## config.mk

```make
export PLATFORM = sky130hd
export DESIGN_NAME = win_shadow_bank
export DESIGN_NICKNAME = d
export VERILOG_FILES = /design/src/rtl/win_shadow_pkg.sv /design/src/rtl/shadow_win_slot.sv /design/src/rtl/win_shadow_rdmux.sv /design/src/rtl/win_shadow_bank.sv
export SDC_FILE = /design/constraint.sdc
export NUM_CORES = 2
export LEC_CHECK = 0
export ABC_CLOCK_PERIOD_IN_PS = 4500
export BUFFER_PORTS_ARGS = -buffer_cell sky130_fd_sc_hd__buf_4
export CAP_MARGIN = 20
export CORE_ASPECT_RATIO = 0.9
export CORE_MARGIN = 4
export CORE_UTILIZATION = 28
export DETAILED_ROUTE_END_ITERATION = 16
export GPL_TIMING_DRIVEN = 1
export PLACE_DENSITY_LB_ADDON = 0.3
export SLEW_MARGIN = 15
export SYNTH_ARGS = -nofsm -noshare
export SYNTH_HDL_FRONTEND = slang
export SYNTH_SLANG_ARGS = --single-unit
```

## constraint.sdc

```tcl
create_clock -name clk -period 4.5 [get_ports clk]
set_input_delay 0.225 -clock clk [delete_from_list [all_inputs] [get_ports clk]]
set_output_delay 0.225 -clock clk [all_outputs]
set_load 0.01 [all_outputs]
```

## src/rtl/win_shadow_pkg.sv

```systemverilog
package win_shadow_pkg;
  localparam int REG_W     = 32;
  localparam int REG_AW    = 3;
  localparam int NUM_SHREG = 6;
  localparam int REGS_PER  = 8;
  localparam int Y_LSB     = 16;
  localparam int ALPHA_W   = 12;

  localparam int REG_TL    = 0;
  localparam int REG_BR    = 1;
  localparam int REG_SIZE  = 2;
  localparam int REG_ALPHA = 3;
  localparam int REG_KCTL  = 4;
  localparam int REG_KVAL  = 5;
  localparam int REG_CTL   = 6;

  localparam int CTL_WEN  = 0;
  localparam int CTL_DMA  = 1;
  localparam int CTL_PROT = 2;

  // Bits a register keeps; zero for a register the window does not have.
  function automatic logic [REG_W-1:0] field_mask(input int idx, input bit has_opt,
                                                  input bit has_size, input int coord_w);
    logic [REG_W-1:0] one;
    logic [REG_W-1:0] cm;
    one = 1;
    cm  = (one << coord_w) - one;
    case (idx)
      REG_TL, REG_BR: return cm | (cm << Y_LSB);
      REG_SIZE:       return has_size ? ((one << (2 * coord_w)) - one) : '0;
      REG_ALPHA:      return has_opt ? ((one << ALPHA_W) - one) : '0;
      REG_KCTL,
      REG_KVAL:       return has_opt ? '1 : '0;
      default:        return '0;
    endcase
  endfunction
endpackage

```

## src/rtl/shadow_win_slot.sv

```systemverilog
module shadow_win_slot import win_shadow_pkg::*; #(
  parameter int COORD_W  = 12,
  parameter bit HAS_OPT  = 1'b1,
  parameter bit HAS_SIZE = 1'b1
) (
  input  logic              clk,
  input  logic              rst_n,
  input  logic              wr_sel,
  input  logic [REG_AW-1:0] wr_reg,
  input  logic [REG_W-1:0]  wr_data,
  input  logic              vsync,
  output logic [REG_W-1:0]  front_q  [REGS_PER],
  output logic [REG_W-1:0]  active_q [REGS_PER],
  output logic              act_wen,
  output logic              dma_en,
  output logic              prot
);
  logic [REG_W-1:0] front_r [NUM_SHREG];
  logic [REG_W-1:0] act_r   [NUM_SHREG];
  logic             wen_f;
  logic             copy_now;

  assign copy_now = vsync && !prot;

  for (genvar i = 0; i < NUM_SHREG; i++) begin : g_reg
    localparam logic [REG_W-1:0] MASK = field_mask(i, HAS_OPT, HAS_SIZE, COORD_W);
    always_ff @(posedge clk or negedge rst_n) begin
      if (!rst_n) begin
        front_r[i] <= '0;
        act_r[i]   <= '0;
      end else begin
        if (copy_now) act_r[i] <= front_r[i];
        if (wr_sel && wr_reg == REG_AW'(i)) front_r[i] <= wr_data & MASK;
      end
    end
    assign front_q[i]  = front_r[i];
    assign active_q[i] = act_r[i];
  end

  always_ff @(posedge clk or negedge rst_n) begin
    if (!rst_n) begin
      wen_f   <= 1'b0;
      act_wen <= 1'b0;
      dma_en  <= 1'b0;
      prot    <= 1'b0;
    end else begin
      if (copy_now) act_wen <= wen_f;
      if (wr_sel && wr_reg == REG_AW'(REG_CTL)) begin
        wen_f  <= wr_data[CTL_WEN];
        dma_en <= wr_data[CTL_DMA];
        prot   <= wr_data[CTL_PROT];
      end
    end
  end

  assign front_q[REG_CTL]    = {{(REG_W-3){1'b0}}, prot, dma_en, wen_f};
  assign active_q[REG_CTL]   = {{(REG_W-3){1'b0}}, prot, dma_en, act_wen};
  assign front_q[REGS_PER-1]  = '0;
  assign active_q[REGS_PER-1] = '0;
endmodule

```

## src/rtl/win_shadow_rdmux.sv

```systemverilog
module win_shadow_rdmux import win_shadow_pkg::*; #(
  parameter int NUM_WIN = 5,
  parameter int WIN_AW  = 3
) (
  input  logic [REG_W-1:0]         words [NUM_WIN][REGS_PER],
  input  logic [WIN_AW+REG_AW-1:0] addr,
  output logic [REG_W-1:0]         data
);
  always_comb begin
    data = '0;
    for (int w = 0; w < NUM_WIN; w++) begin
      if (addr[WIN_AW+REG_AW-1:REG_AW] == WIN_AW'(w)) data = words[w][addr[REG_AW-1:0]];
    end
  end
endmodule

```

## src/rtl/win_shadow_bank.sv

```systemverilog
module win_shadow_bank import win_shadow_pkg::*; #(
  parameter int NUM_WIN    = 5,
  parameter int COORD_W    = 12,
  parameter int SIZED_WINS = 3,
  localparam int WIN_AW    = $clog2(NUM_WIN),
  localparam int ADDR_W    = WIN_AW + REG_AW,
  localparam int SIZE_W    = 2 * COORD_W
) (
  input  logic                       clk,
  input  logic                       rst_n,
  input  logic                       wr_en,
  input  logic [ADDR_W-1:0]          wr_addr,
  input  logic [REG_W-1:0]           wr_data,
  input  logic [ADDR_W-1:0]          rd_addr,
  output logic [REG_W-1:0]           rd_data,
  input  logic [ADDR_W-1:0]          dbg_addr,
  output logic [REG_W-1:0]           dbg_data,
  input  logic                       vsync,
  output logic [NUM_WIN*COORD_W-1:0] act_tl_x,
  output logic [NUM_WIN*COORD_W-1:0] act_tl_y,
  output logic [NUM_WIN*COORD_W-1:0] act_br_x,
  output logic [NUM_WIN*COORD_W-1:0] act_br_y,
  output logic [NUM_WIN*SIZE_W-1:0]  act_size,
  output logic [NUM_WIN*ALPHA_W-1:0] act_alpha,
  output logic [NUM_WIN*REG_W-1:0]   act_keyctl,
  output logic [NUM_WIN*REG_W-1:0]   act_keyval,
  output logic [NUM_WIN-1:0]         act_win_en,
  output logic [NUM_WIN-1:0]         dma_en
);
  logic [REG_W-1:0]         front_words [NUM_WIN][REGS_PER];
  logic [REG_W-1:0]         act_words   [NUM_WIN][REGS_PER];
  logic [NUM_WIN-1:0]       wr_sel;
  logic [NUM_WIN-1:0]       prot_vec;
  logic [NUM_WIN*COORD_W-1:0] front_tlx_vec;

  for (genvar w = 0; w < NUM_WIN; w++) begin : g_win
    localparam bit HAS_OPT = (w != 0);
    localparam bit HAS_SZ  = (w < SIZED_WINS);

    assign wr_sel[w] = wr_en && (wr_addr[ADDR_W-1:REG_AW] == WIN_AW'(w));

    shadow_win_slot #(.COORD_W(COORD_W), .HAS_OPT(HAS_OPT), .HAS_SIZE(HAS_SZ)) u_slot (
      .clk      (clk),
      .rst_n    (rst_n),
      .wr_sel   (wr_sel[w]),
      .wr_reg   (wr_addr[REG_AW-1:0]),
      .wr_data  (wr_data),
      .vsync    (vsync),
      .front_q  (front_words[w]),
      .active_q (act_words[w]),
      .act_wen  (act_win_en[w]),
      .dma_en   (dma_en[w]),
      .prot     (prot_vec[w])
    );

    assign act_tl_x[w*COORD_W +: COORD_W]  = act_words[w][REG_TL][COORD_W-1:0];
    assign act_tl_y[w*COORD_W +: COORD_W]  = act_words[w][REG_TL][Y_LSB +: COORD_W];
    assign act_br_x[w*COORD_W +: COORD_W]  = act_words[w][REG_BR][COORD_W-1:0];
    assign act_br_y[w*COORD_W +: COORD_W]  = act_words[w][REG_BR][Y_LSB +: COORD_W];
    assign act_size[w*SIZE_W +: SIZE_W]    = act_words[w][REG_SIZE][SIZE_W-1:0];
    assign act_alpha[w*ALPHA_W +: ALPHA_W] = act_words[w][REG_ALPHA][ALPHA_W-1:0];
    assign act_keyctl[w*REG_W +: REG_W]    = act_words[w][REG_KCTL];
    assign act_keyval[w*REG_W +: REG_W]    = act_words[w][REG_KVAL];
    assign front_tlx_vec[w*COORD_W +: COORD_W] = front_words[w][REG_TL][COORD_W-1:0];
  end

  win_shadow_rdmux #(.NUM_WIN(NUM_WIN), .WIN_AW(WIN_AW)) u_front_rd (
    .words (front_words),
    .addr  (rd_addr),
    .data  (rd_data)
  );

  win_shadow_rdmux #(.NUM_WIN(NUM_WIN), .WIN_AW(WIN_AW)) u_act_rd (
    .words (act_words),
    .addr  (dbg_addr),
    .data  (dbg_data)
  );
endmodule

```

==> flow_summary.json <==
{
  "crit_path_start_kind": "input port",
  "fin_cells": 7796,
  "min_period_ns": 3.90,
  "finalPower_mw": 34.8,
  "die-area_um2": 217000,
  "dp.cells": 7486,
  "die_h_um": 442,
  "wl_per_cell_um": 33.0,
  "ys_ff_latch": 1252,
  "post-cts-setup-buffers": 0,
  "via_count": 41194,
  "synthArstFlopShare_pct": 100,
  "cts_tree": "done",
  "fin_skew_ns": 0.0289,
  "power.density_nw_per_um2": 480,
  "drive_above_1_share_pct": 51.8,
  "drt.antenna.violating_nets": 0,
  "cp_data_arrival_time_ns": 3.68,
  "num-nets-final": 4994,
  "viasPerCell": 5.28,
  "ys_seq_area_share_pct": 53.4,
  "peakVddDrop_mv": 0.356,
  "final_core_util_pct": 34.8,
  "timing.slew.headroom_pct": 17.2,
  "cpMaxStageDelayCell": "a2111oi_0",
  "ctsLongestPathBuffers": 3,
  "synth_area_per_cell_um2": 13.8,
  "worst_pin_slew_ns": 1.21,
  "crit_path_end_kind": "primary output",
  "fin_area_um2": 72500,
  "first_pass_iters": 6,
  "cts_buffers": 147,
  "fin_ws_ns": 0.599,
  "synth_top_area_share_pct": 53.4,
  "clock_latency_ns": 0.81,
  "drc": 0,
  "gp_congestion": 0.841,
  "finalHoldViolCount": 0,
  "hp-class": "input port to async pin",
  "row_count": 159,
  "drt_iter0_drc": 3564,
  "synth_edf_count": 0,
  "drv_cap": 0,
  "fin_worst_hold_slack_ns": 0.00685,
  "fmax_mhz": 256,
  "cts_resized": 0,
  "power_leakage_nw": 34.5,
  "grt_pass1_wl_mm": 353,
  "io_buffers": 743,
  "rsz0062_at_grt": "no",
  "start_util_pct": 28.2,
  "grt_max_degree": 128,
  "synth_area_um2": 58700,
  "maxSlewViolCount": 0,
  "yosys_warnings": 0,
  "ys.flop_type": "dfrtp_1",
  "fin_tns_setup_ns": 0,
  "ios": 868,
  "overflow": 0,
  "coreArea_um2": 208000,
  "first_global_vias": 41582,
  "fin_crit_sh_pct": 86.7,
  "setup_violations": 0,
  "antenna_found_initial": 13,
  "synthTopCellsByArea": "dfrtp_1 53%, mux2_2 26%, mux4_2 3.8%",
  "place_area_um2": 67100,
  "critPathMaxStageDelay_ns": 0.96,
  "path_cells": "buf_8, buf_4, nor2b_4, a221oi_1, nor3_1, a2111oi_0, o22ai_1, buf_4",
  "crit_top_cell": "buf_4",
  "die_x_um": 491,
  "status": "finished, final reports clean",
  "h-tree-depth": 4,
  "synth.largest_area_cell": "dfrtp_1",
  "synth.distinct_cells": 62,
  "grt_use_total_pct": 22.9,
  "place_ws_ns": 0.650,
  "cts_sinks": 1252,
  "routed_wirelength_mm": 257,
  "critPathMaxFanout": 51,
  "area_growth_pct": 23.5,
  "path_class": "input port to primary output",
  "clk_pin_slew_ns": 0.05,
  "required_ns": 4.28,
  "dp_hpwl_mm": 182,
  "synth_cells": 4239,
  "cts-root-buf": "clkbuf_16"
}
==> power breakdown <==
part / leakage [nW] / internal, mW / switching [mW]
Combinational: 15.4 / 3.70 / 3.64
Sequential: 16.7 / 13.1 / 1.93
Clock: 2.46 / 7.25 / 5.17
Total: 34.5 / 24.0 / 10.7
==> Yosys cell counts (12+ instances only) <==
library cell	count
mux2_2	1349
dfrtp_1	1252
mux2i_1	214
clkbuf_1	186
buf_4	168
nand2_1	114
o21ai_0	112
a22oi_1	107
mux4_2	98
o22ai_1	84
buf_2	81
nor2_1	81
a21oi_1	53
buf_1	33
a211oi_1	26
nor2b_1	20
a221oi_1	17
mux2_1	17
a2111oi_0	16
o2bb2ai_1	16
a221o_1	15
nor3_1	15
a31oi_1	14
buf_6	14
o21ai_1	14
nand3_1	12
o22a_1	12
==> layer usage <==
metal  vias up  global-route usage [%]  part of all wire (%)
met3       398                    4.10                   6.0
met5         -                       0                     0
met4         0                    9.79                   4.6
met1     22307                    29.7                    42
met2      1643                    37.7                    48
li1      16846                       -                     -
==> layout make-up <==
| cell class | instances | area [um^2] |
|---|---|---|
| clock buffers | 210 | 4280 |
| multi-input cells | 2616 | 25400 |
| diodes | 5 | 12.5 |
| clock inverters | 53 | 716 |
| inverters | 11 | 41.3 |
| well taps | 2737 | 3420 |
| repair buffers | 912 | 7320 |
| fillers | 20426 | 136000 |
| flip-flops and latches | 1252 | 31300 |
==> final timing paths <==
check / end / start / slack [ns] / cells past startpoint
hold / removal: g_win[4].u_slot.active_q[117] / rst_n / 0.007 / 2
setup / recovery: rd_data[23] / rd_addr[0] / 0.60 / 8
max in group asynchronous: g_win[4].u_slot.active_q[71] / rst_n / 3.06 / 3
min in group clk: g_win[0].u_slot.active_q[192] / vsync / 0.06 / 3
setup reg to reg: g_win[3].u_slot.active_q[78] / g_win[3].u_slot.prot / 2.22 / 3
hold reg to reg: g_win[0].u_slot.active_q[162] / g_win[0].u_slot.front_q[162] / 0.51 / 2
==> sequential cells by signal, summed over array words and instances (netlist names) <==
signal                 flops
g_win.u_slot.active_q    616
g_win.u_slot.front_q     616
g_win.u_slot.act_wen       5
g_win.u_slot.dma_en        5
g_win.u_slot.prot          5
g_win.u_slot.wen_f         5
==> cell usage in the layout, fill, tap and decap left out, types with 97 or more instances in the layout <==
cell       synthesis  final
a22oi_1          107    107
nand2_1          114     97
dfrtp_1         1252   1252
buf_4            168    837
conb_1             1    124
mux2_2          1349   1349
o21ai_0          112    112
clkbuf_16          0    149
mux2i_1          214    214
mux4_2            98     98
==> cells by family (layout without fill, tap and decap cells) <==
kind of cell | Yosys count | in the layout | synth area share [%]
other cells | 1 | 129 | 0.00639
compound gates | 531 | 531 | 6.19
buf+inv | 494 | 1186 | 4.60
flops | 1252 | 1252 | 53.4
simple gates | 283 | 283 | 2.21
mux | 1678 | 1678 | 33.6
==> what timing repair did <==
action                                 CTS  global route
hold buffers                            40             0
setup endpoints to repair                0             0
endpoints found under the hold margin  722             0
==> worst max-delay path, delay by kind of cell <==
kind            cells  cell delay [ns]
simple gates        2             0.30
buf+inv             3             1.22
compound gates      3             1.77
(Power assumes the default switching activity.)
